--- config.mk ---
export PLATFORM = sky130hd
export DESIGN_NAME = sov_overlap_det
export DESIGN_NICKNAME = d
export VERILOG_FILES = /design/src/rtl/sov_pkg.sv /design/src/rtl/sov_interval.sv /design/src/rtl/sov_entry_match.sv /design/src/rtl/sov_table.sv /design/src/rtl/sov_overlap_det.sv
export SDC_FILE = /design/constraint.sdc
export NUM_CORES = 1
export LEC_CHECK = 0
export ABC_AREA = 1
export CORE_ASPECT_RATIO = 0.8
export CORE_MARGIN = 2
export CORE_UTILIZATION = 53
export DETAILED_ROUTE_END_ITERATION = 16
export GPL_ROUTABILITY_DRIVEN = 0
export HOLD_SLACK_MARGIN = 0.1
export PLACE_DENSITY = 0.75
export SETUP_SLACK_MARGIN = 0.05
export SYNTH_ARGS = -nofsm -noshare
export SYNTH_HDL_FRONTEND = slang
export SYNTH_SLANG_ARGS = --single-unit
export TNS_END_PERCENT = 20
--- constraint.sdc ---
create_clock -name clk -period 4.7 [get_ports clk]
set_input_delay 0.94 -clock clk [delete_from_list [all_inputs] [get_ports clk]]
set_output_delay 0.94 -clock clk [all_outputs]
set_load 0.1 [all_outputs]
--- src/rtl/sov_pkg.sv ---
package sov_pkg;

    // Access-size codes
    typedef enum logic [1:0] {
        SZ_BYTE = 2'd0,
        SZ_HALF = 2'd1,
        SZ_WORD = 2'd2,
        SZ_DBL  = 2'd3
    } sov_size_e;

    // Byte count of an access-size code: 1, 2, 4 or 8
    function automatic logic [3:0] sov_size_bytes(input logic [1:0] code);
        return 4'd1 << code;
    endfunction

endpackage

--- src/rtl/sov_interval.sv ---
// Interval test between two constant-offset accesses on the same base
module sov_interval #(
    parameter int OFS_W = 16
) (
    input  logic [OFS_W-1:0] st_ofs,
    input  logic [1:0]       st_sz,
    input  logic [OFS_W-1:0] ld_ofs,
    input  logic [1:0]       ld_sz,
    output logic             ovl
);
    import sov_pkg::*;

    localparam int SUM_W = OFS_W + 1;

    logic [SUM_W-1:0] st_ext;
    logic [SUM_W-1:0] ld_ext;
    logic [SUM_W-1:0] st_end;
    logic [SUM_W-1:0] ld_end;

    always_comb begin
        st_ext = {1'b0, st_ofs};
        ld_ext = {1'b0, ld_ofs};
        st_end = st_ext + SUM_W'(sov_size_bytes(st_sz));
        ld_end = ld_ext + SUM_W'(sov_size_bytes(ld_sz));
        if (st_ofs < ld_ofs) begin
            ovl = (st_end > ld_ext);
        end else begin
            ovl = (ld_end > st_ext);
        end
    end

endmodule

--- src/rtl/sov_entry_match.sv ---
// Compares one recorded store against the load query
module sov_entry_match #(
    parameter int TAG_W = 4,
    parameter int OFS_W = 16
) (
    input  logic             ent_vld,
    input  logic [TAG_W-1:0] st_opa_tag,
    input  logic [TAG_W-1:0] st_base_tag,
    input  logic             st_opa_const,
    input  logic [OFS_W-1:0] st_ofs,
    input  logic [1:0]       st_sz,
    input  logic [TAG_W-1:0] ld_opa_tag,
    input  logic [TAG_W-1:0] ld_base_tag,
    input  logic             ld_opa_const,
    input  logic [OFS_W-1:0] ld_ofs,
    input  logic [1:0]       ld_sz,
    output logic             hit
);

    logic base_eq;
    logic opa_eq;
    logic both_reg;
    logic both_const;
    logic exact_m;
    logic swap_m;
    logic span_ovl;
    logic span_m;

    sov_interval #(
        .OFS_W(OFS_W)
    ) u_span (
        .st_ofs (st_ofs),
        .st_sz  (st_sz),
        .ld_ofs (ld_ofs),
        .ld_sz  (ld_sz),
        .ovl    (span_ovl)
    );

    always_comb begin
        base_eq    = (st_base_tag == ld_base_tag);
        both_reg   = !st_opa_const && !ld_opa_const;
        both_const = st_opa_const && ld_opa_const;
        // first operand equality: same kind, then same tag or same value
        opa_eq     = (both_reg && (st_opa_tag == ld_opa_tag)) ||
                     (both_const && (st_ofs == ld_ofs));
        exact_m    = opa_eq && base_eq;
        swap_m     = both_reg &&
                     (ld_opa_tag == st_base_tag) &&
                     (ld_base_tag == st_opa_tag);
        span_m     = base_eq && both_const && span_ovl;
        hit        = ent_vld && (exact_m || swap_m || span_m);
    end

endmodule

--- src/rtl/sov_table.sv ---
// Store record: append on push, flush on group end
module sov_table #(
    parameter int DEPTH = 4,
    parameter int TAG_W = 4,
    parameter int OFS_W = 16,
    parameter int CNT_W = $clog2(DEPTH + 1)
) (
    input  logic                         clk,
    input  logic                         rst_n,
    input  logic                         grp_end,
    input  logic                         push,
    input  logic [TAG_W-1:0]             in_opa_tag,
    input  logic [TAG_W-1:0]             in_base_tag,
    input  logic                         in_opa_const,
    input  logic [OFS_W-1:0]             in_ofs,
    input  logic [1:0]                   in_sz,
    output logic [DEPTH-1:0]             vld,
    output logic [DEPTH-1:0][TAG_W-1:0]  opa_tag,
    output logic [DEPTH-1:0][TAG_W-1:0]  base_tag,
    output logic [DEPTH-1:0]             opa_const,
    output logic [DEPTH-1:0][OFS_W-1:0]  ofs,
    output logic [DEPTH-1:0][1:0]        sz,
    output logic [CNT_W-1:0]             cnt,
    output logic                         ovf
);

    localparam logic [CNT_W-1:0] FULL = CNT_W'(DEPTH);

    typedef struct packed {
        logic [DEPTH-1:0]            vld;
        logic [DEPTH-1:0][TAG_W-1:0] opa_tag;
        logic [DEPTH-1:0][TAG_W-1:0] base_tag;
        logic [DEPTH-1:0]            opa_const;
        logic [DEPTH-1:0][OFS_W-1:0] ofs;
        logic [DEPTH-1:0][1:0]       sz;
        logic [CNT_W-1:0]            cnt;
        logic                        ovf;
    } tbl_t;

    tbl_t tbl_d;
    tbl_t tbl_q;

    always_comb begin
        tbl_d = tbl_q;
        if (grp_end) begin
            tbl_d.vld = '0;
            tbl_d.cnt = '0;
            tbl_d.ovf = 1'b0;
        end
        if (push) begin
            if (tbl_d.cnt < FULL) begin
                for (int i = 0; i < DEPTH; i++) begin
                    if (tbl_d.cnt == CNT_W'(i)) begin
                        tbl_d.vld[i]       = 1'b1;
                        tbl_d.opa_tag[i]   = in_opa_tag;
                        tbl_d.base_tag[i]  = in_base_tag;
                        tbl_d.opa_const[i] = in_opa_const;
                        tbl_d.ofs[i]       = in_ofs;
                        tbl_d.sz[i]        = in_sz;
                    end
                end
                tbl_d.cnt = tbl_d.cnt + CNT_W'(1);
            end else begin
                tbl_d.ovf = 1'b1;
            end
        end
    end

    always_ff @(posedge clk or negedge rst_n) begin
        if (!rst_n) begin
            tbl_q <= '0;
        end else begin
            tbl_q <= tbl_d;
        end
    end

    assign vld       = tbl_q.vld;
    assign opa_tag   = tbl_q.opa_tag;
    assign base_tag  = tbl_q.base_tag;
    assign opa_const = tbl_q.opa_const;
    assign ofs       = tbl_q.ofs;
    assign sz        = tbl_q.sz;
    assign cnt       = tbl_q.cnt;
    assign ovf       = tbl_q.ovf;

endmodule

--- src/rtl/sov_overlap_det.sv ---
// Top: store record plus one comparator per entry
module sov_overlap_det #(
    parameter int DEPTH = 4,
    parameter int TAG_W = 4,
    parameter int OFS_W = 16,
    parameter int CNT_W = $clog2(DEPTH + 1)
) (
    input  logic             clk,
    input  logic             rst_n,
    input  logic             grp_end_i,
    input  logic             st_push_i,
    input  logic [TAG_W-1:0] st_opa_tag_i,
    input  logic [TAG_W-1:0] st_base_tag_i,
    input  logic             st_opa_const_i,
    input  logic [OFS_W-1:0] st_ofs_i,
    input  logic [1:0]       st_size_i,
    input  logic [TAG_W-1:0] ld_opa_tag_i,
    input  logic [TAG_W-1:0] ld_base_tag_i,
    input  logic             ld_opa_const_i,
    input  logic [OFS_W-1:0] ld_ofs_i,
    input  logic [1:0]       ld_size_i,
    output logic             hit_o,
    output logic [CNT_W-1:0] st_count_o,
    output logic             overflow_o
);

    logic [DEPTH-1:0]            e_vld;
    logic [DEPTH-1:0][TAG_W-1:0] e_opa_tag;
    logic [DEPTH-1:0][TAG_W-1:0] e_base_tag;
    logic [DEPTH-1:0]            e_opa_const;
    logic [DEPTH-1:0][OFS_W-1:0] e_ofs;
    logic [DEPTH-1:0][1:0]       e_sz;
    logic [DEPTH-1:0]            e_hit;

    sov_table #(
        .DEPTH (DEPTH),
        .TAG_W (TAG_W),
        .OFS_W (OFS_W),
        .CNT_W (CNT_W)
    ) u_table (
        .clk          (clk),
        .rst_n        (rst_n),
        .grp_end      (grp_end_i),
        .push         (st_push_i),
        .in_opa_tag   (st_opa_tag_i),
        .in_base_tag  (st_base_tag_i),
        .in_opa_const (st_opa_const_i),
        .in_ofs       (st_ofs_i),
        .in_sz        (st_size_i),
        .vld          (e_vld),
        .opa_tag      (e_opa_tag),
        .base_tag     (e_base_tag),
        .opa_const    (e_opa_const),
        .ofs          (e_ofs),
        .sz           (e_sz),
        .cnt          (st_count_o),
        .ovf          (overflow_o)
    );

    for (genvar g = 0; g < DEPTH; g++) begin : g_cmp
        sov_entry_match #(
            .TAG_W (TAG_W),
            .OFS_W (OFS_W)
        ) u_match (
            .ent_vld      (e_vld[g]),
            .st_opa_tag   (e_opa_tag[g]),
            .st_base_tag  (e_base_tag[g]),
            .st_opa_const (e_opa_const[g]),
            .st_ofs       (e_ofs[g]),
            .st_sz        (e_sz[g]),
            .ld_opa_tag   (ld_opa_tag_i),
            .ld_base_tag  (ld_base_tag_i),
            .ld_opa_const (ld_opa_const_i),
            .ld_ofs       (ld_ofs_i),
            .ld_sz        (ld_size_i),
            .hit          (e_hit[g])
        );
    end

    assign hit_o = |e_hit;

endmodule

==> reports/qor_table.md <==
| Metric | Reported | Unit |
|:---|:---|:---|
| Post-DP HPWL | 29300 | um |
| Sinks on Clock Net | 116 | - |
| Post-Synthesis Mean Instance Area | 7.17 | um2 |
| Syn nets | 1951 | - |
| Die height | 139 | um |
| Via total after detailed routing | 11900 | - |
| Transition time at the pin with the least slew margin | 1.02 | ns |
| Horizontal die dimension | 172 | um |
| Crit path max-delay family | simple AND/OR/NAND/NOR gates | - |
| GR Util met1 | 0.477 | - |
| Data arrival, critical path | 4.32 | ns |
| Synth warnings | 0 | - |
| Worst Setup Start Kind | primary input | - |
| Clock input transition at the sequential cells of the worst setup and hold paths | 0.06 | ns |
| Required time of the critical path | 3.76 | ns |
| # IOs | 63 | - |
| Post-layout instance area | 14500 | um2 |
| Run status | finished, violations left | - |
| Critical-path cell with the highest stage delay | sky130_fd_sc_hd__fa_2 | - |
| Net count, final | 2082 | - |
| Leakage dissipation | 7.69 | nW |
| Terminus of the critical flop-to-flop path | u_table.ofs[53] | - |
| Clock Root Buffer | sky130_fd_sc_hd__clkbuf_16 | - |
| Basic-gate share of the synthesized area counting and, or, nand and nor cells | 0.237 | - |
| Post-synthesis share of cell area spent on full adders, half adders and majority gates | 0.234 | - |
| Most frequent cell after synthesis | sky130_fd_sc_hd__nand2_1 | - |
| Violations in the final reports | setup timing | - |
| Ratio of cells with drive above 1 in the final layout | 0.113 | - |
| Class of the most critical hold timing path | flip-flop to flip-flop | - |
| Leading post-synthesis cells by instance count | 426 x sky130_fd_sc_hd__nand2_1, 260 x sky130_fd_sc_hd__inv_1, 216 x sky130_fd_sc_hd__ha_1 | - |
| Post-synthesis sequential area ratio | 0.242 | - |
| Pin count of the biggest net entering global routing | 61 | - |
| Average routed wire per standard cell | 17.6 | um |
| Number of antenna violations at the first check in global routing | 0 | - |
| Total of max-cap violations | 0 | - |
| Predominant post-synthesis flop cell | sky130_fd_sc_hd__dfrtp_1 | - |
| Number of buffers inserted during clock tree synthesis | 17 | - |
| Area fraction of the dominant cell type after synthesis | 0.242 | - |
| Fmax achieved | 190 | MHz |
| Clock tree from TritonCTS | built | - |
| Post-synthesis instance area | 12000 | um2 |
| Met3 track demand over resource in global routing | 0.0574 | - |
| Number of global-route vias before repair | 11500 | - |
| Total negative slack for setup checks | -0.564 | ns |
| Global routing usage summed across all routing layers | 0.322 | - |
| Fill count | 1924 | - |
| Number of diodes | 0 | - |
| First-pass GRT wire length | 59700 | um |
| Placeable Area | 22300 | um2 |
| Final Worst Setup Slack | -0.564 | ns |
| Worst reg2reg path startpoint | u_table.cnt[0] | - |
| Placed cell areas | 13500 | um2 |
| Row cnt | 49 | - |
| Routed vias/inst | 5.61 | - |
| Synth Area in XOR/XNOR | 0.0709 | - |
| Yosys reg bits | 116 | - |
| Cell accounting for the most synthesized area | sky130_fd_sc_hd__dfrtp_1 | - |
| Post-route clock period utilization | 1.12 | - |
| Pins over their slew limit | 0 | - |
| Worst Min Path Start | u_table.ovf | - |
| Compound-Gate Fraction of Synth Area | 0.124 | - |
| Clock tree skew after final layout | 0.00659 | ns |
| Effective utilization at floorplan | 0.537 | - |
| Worst path max stage delay | 0.36 | ns |
| Post-route minimum period | 5.26 | ns |
| Hold Crit Depth | 2 | - |
| Final count of negative-setup-slack endpoints | 1 | - |
| Cell count after synthesis | 1672 | - |
| Leading post-synthesis cells by cell area | sky130_fd_sc_hd__dfrtp_1 24%, sky130_fd_sc_hd__ha_1 23%, sky130_fd_sc_hd__nand2_1 13% | - |
| Ys async rst share | 1.00 | - |
| Capture endpoint of the worst hold path | u_table.ovf | - |
| Depth of the most critical reg-to-reg path | 6 | - |
| Mux share of post-synthesis cell area | 0 | - |
| Antenna-violating nets left | 0 | - |
| Reg-to-reg setup timing slack | 2.72 | ns |
| Final hold violation count | 0 | - |
| Main combinational cell family by area after synthesis | simple AND/OR/NAND/NOR gates | - |
| Tightest slew margin relative to the limit | 0.317 | - |
| Die Outline Area | 23900 | um2 |
| PwrDens | 439 | nW/um2 |
| Worst voltage drop across the vdd grid | 246 | uV |
| Maximum fanout along the worst path | 4 | - |
| Multi-input gate area in the final layout | 8390 | um2 |
| Insertion delay to the later sink of the worst-skew pair | 0.42 | ns |
| DRC violation count after routing | 0 | - |
| Unrepaired setup endpoints after global routing | yes | - |
| Most Crowded Layer GR | met2 | - |
| Buffer depth of the longest clock path | 2 | - |
| Met2 demand-to-capacity share in global routing | 0.478 | - |
| Netlist cell types | 47 | - |
| First-pass detailed-route iteration total | 6 | - |
| Count of buffering cells on the critical path with inverters included | 6 | - |
| Core utilization of the finished layout | 0.652 | - |
| Worst setup EP type | output pin | - |
| Total chip power | 6.38 | mW |
| Worst setup path category | primary input to output pin | - |
| Buffers added on ports | 62 | - |
| Htree depth | 4 | - |
| Area added between synthesis and finish | 21.3 | % |
| Reg area | 2900 | um2 |
| Final wirelength | 37400 | um |
| Number of enable-type register cells in the synthesized netlist | 0 | - |
| Residual overflow from global routing | 0 | - |
| Number of DRC markers after the initial detailed-route iteration | 1262 | - |
stage by stage:
stage / hold WS [ns] / setup WS (ns) / cells
floorplan: 0.450 / 0.00673 / 1672
global placement: 0.491 / -0.924 / 2079
detailed placement: 0.498 / -1.00 / 2079
CTS: 0.515 / -0.597 / 2116
global route: 0.569 / -0.753 / 2121
finish: 0.513 / -0.564 / 2121
sequential cells by signal, indices dropped and copies added, names as in the netlist:
name               cells
u_table.ovf            1
u_table.opa_const      4
u_table.cnt            3
u_table.vld            4
u_table.ofs           64
u_table.base_tag      16
u_table.sz             8
u_table.opa_tag       16
kinds of logic after synthesis:
group           after synthesis
xor+xnor                     97
buf+inv                     291
flops                       116
fa+ha+maj                   221
compound gates              279
simple gates                668
routing by layer:
metal,share of wire,vias up
met4,0.031,0
met2,0.43,510
met1,0.45,5580
met3,0.092,99
li1,-,5717
met5,0,-
cell usage in the layout, fill, tap and decap left out, types with 8 or more instances in the layout:
cell and instances:
sky130_fd_sc_hd__ha_4 12, sky130_fd_sc_hd__nand2_1 412, sky130_fd_sc_hd__nand2_2 15, sky130_fd_sc_hd__xnor2_1 23, sky130_fd_sc_hd__dfrtp_1 116, sky130_fd_sc_hd__nand4_1 22, sky130_fd_sc_hd__nor3_1 22, sky130_fd_sc_hd__ha_1 204
sky130_fd_sc_hd__buf_4 76, sky130_fd_sc_hd__nand3_1 42, sky130_fd_sc_hd__inv_1 254, sky130_fd_sc_hd__clkbuf_16 17, sky130_fd_sc_hd__xor2_1 72, sky130_fd_sc_hd__nor2_1 95, sky130_fd_sc_hd__a21oi_1 94, sky130_fd_sc_hd__nor2_2 10
sky130_fd_sc_hd__o21ai_0 140, sky130_fd_sc_hd__clkdlybuf4s50_1 53, sky130_fd_sc_hd__nor4_1 8
report_power, final:
group          switching, mW  internal (mW)  leakage [nW]  total [mW]
Combinational           1.89           1.29          5.92        3.18
Clock                  0.519          0.908         0.308        1.43
Sequential             0.476           1.30          1.47        1.78
Total                   2.88           3.50          7.69        6.38
layout make-up:
cell class	instances	area share
Sequential cell	116	0.200
Clock inverter	13	0.0136
Tap cell	306	0.0263
Inverter	263	0.0682
Clock buffer	18	0.0302
Timing Repair Buffer	140	0.0850
Multi-Input combinational cell	1265	0.577
worst max-delay path by stage:
stage | start | end | slack, ns | cells after the start
6_report | ld_ofs_i[0] | hit_o | -0.56 | 28
5_1_grt | ld_size_i[1] | hit_o | -0.75 | 32
4_1_cts | ld_size_i[1] | hit_o | -0.60 | 30
3_5_place_dp | ld_size_i[0] | hit_o | -1.00 | 30
3_3_place_gp | ld_ofs_i[0] | hit_o | -0.92 | 29
2_1_floorplan | ld_size_i[1] | hit_o | 0.007 | 20
worst reg2reg max path: cells and delay by family, from the launching register on:
kind / cells / cell delay [ns]
AND/OR/NAND/NOR: 3 / 1.06
adder cells (fa/ha/maj): 1 / 0.23
AO/OA/AOI/OAI: 1 / 0.12
buffers and inverters: 1 / 0.09
flip-flops: 1 / 0.39
repair_timing:
action	CTS	global route
setup endpoints to repair	1	1
setup buffers	6	6
pin swaps	22	34
hold buffers	0	0
gates resized for setup	62	29
No activity file was read; power rests on OpenSTA's default activity.
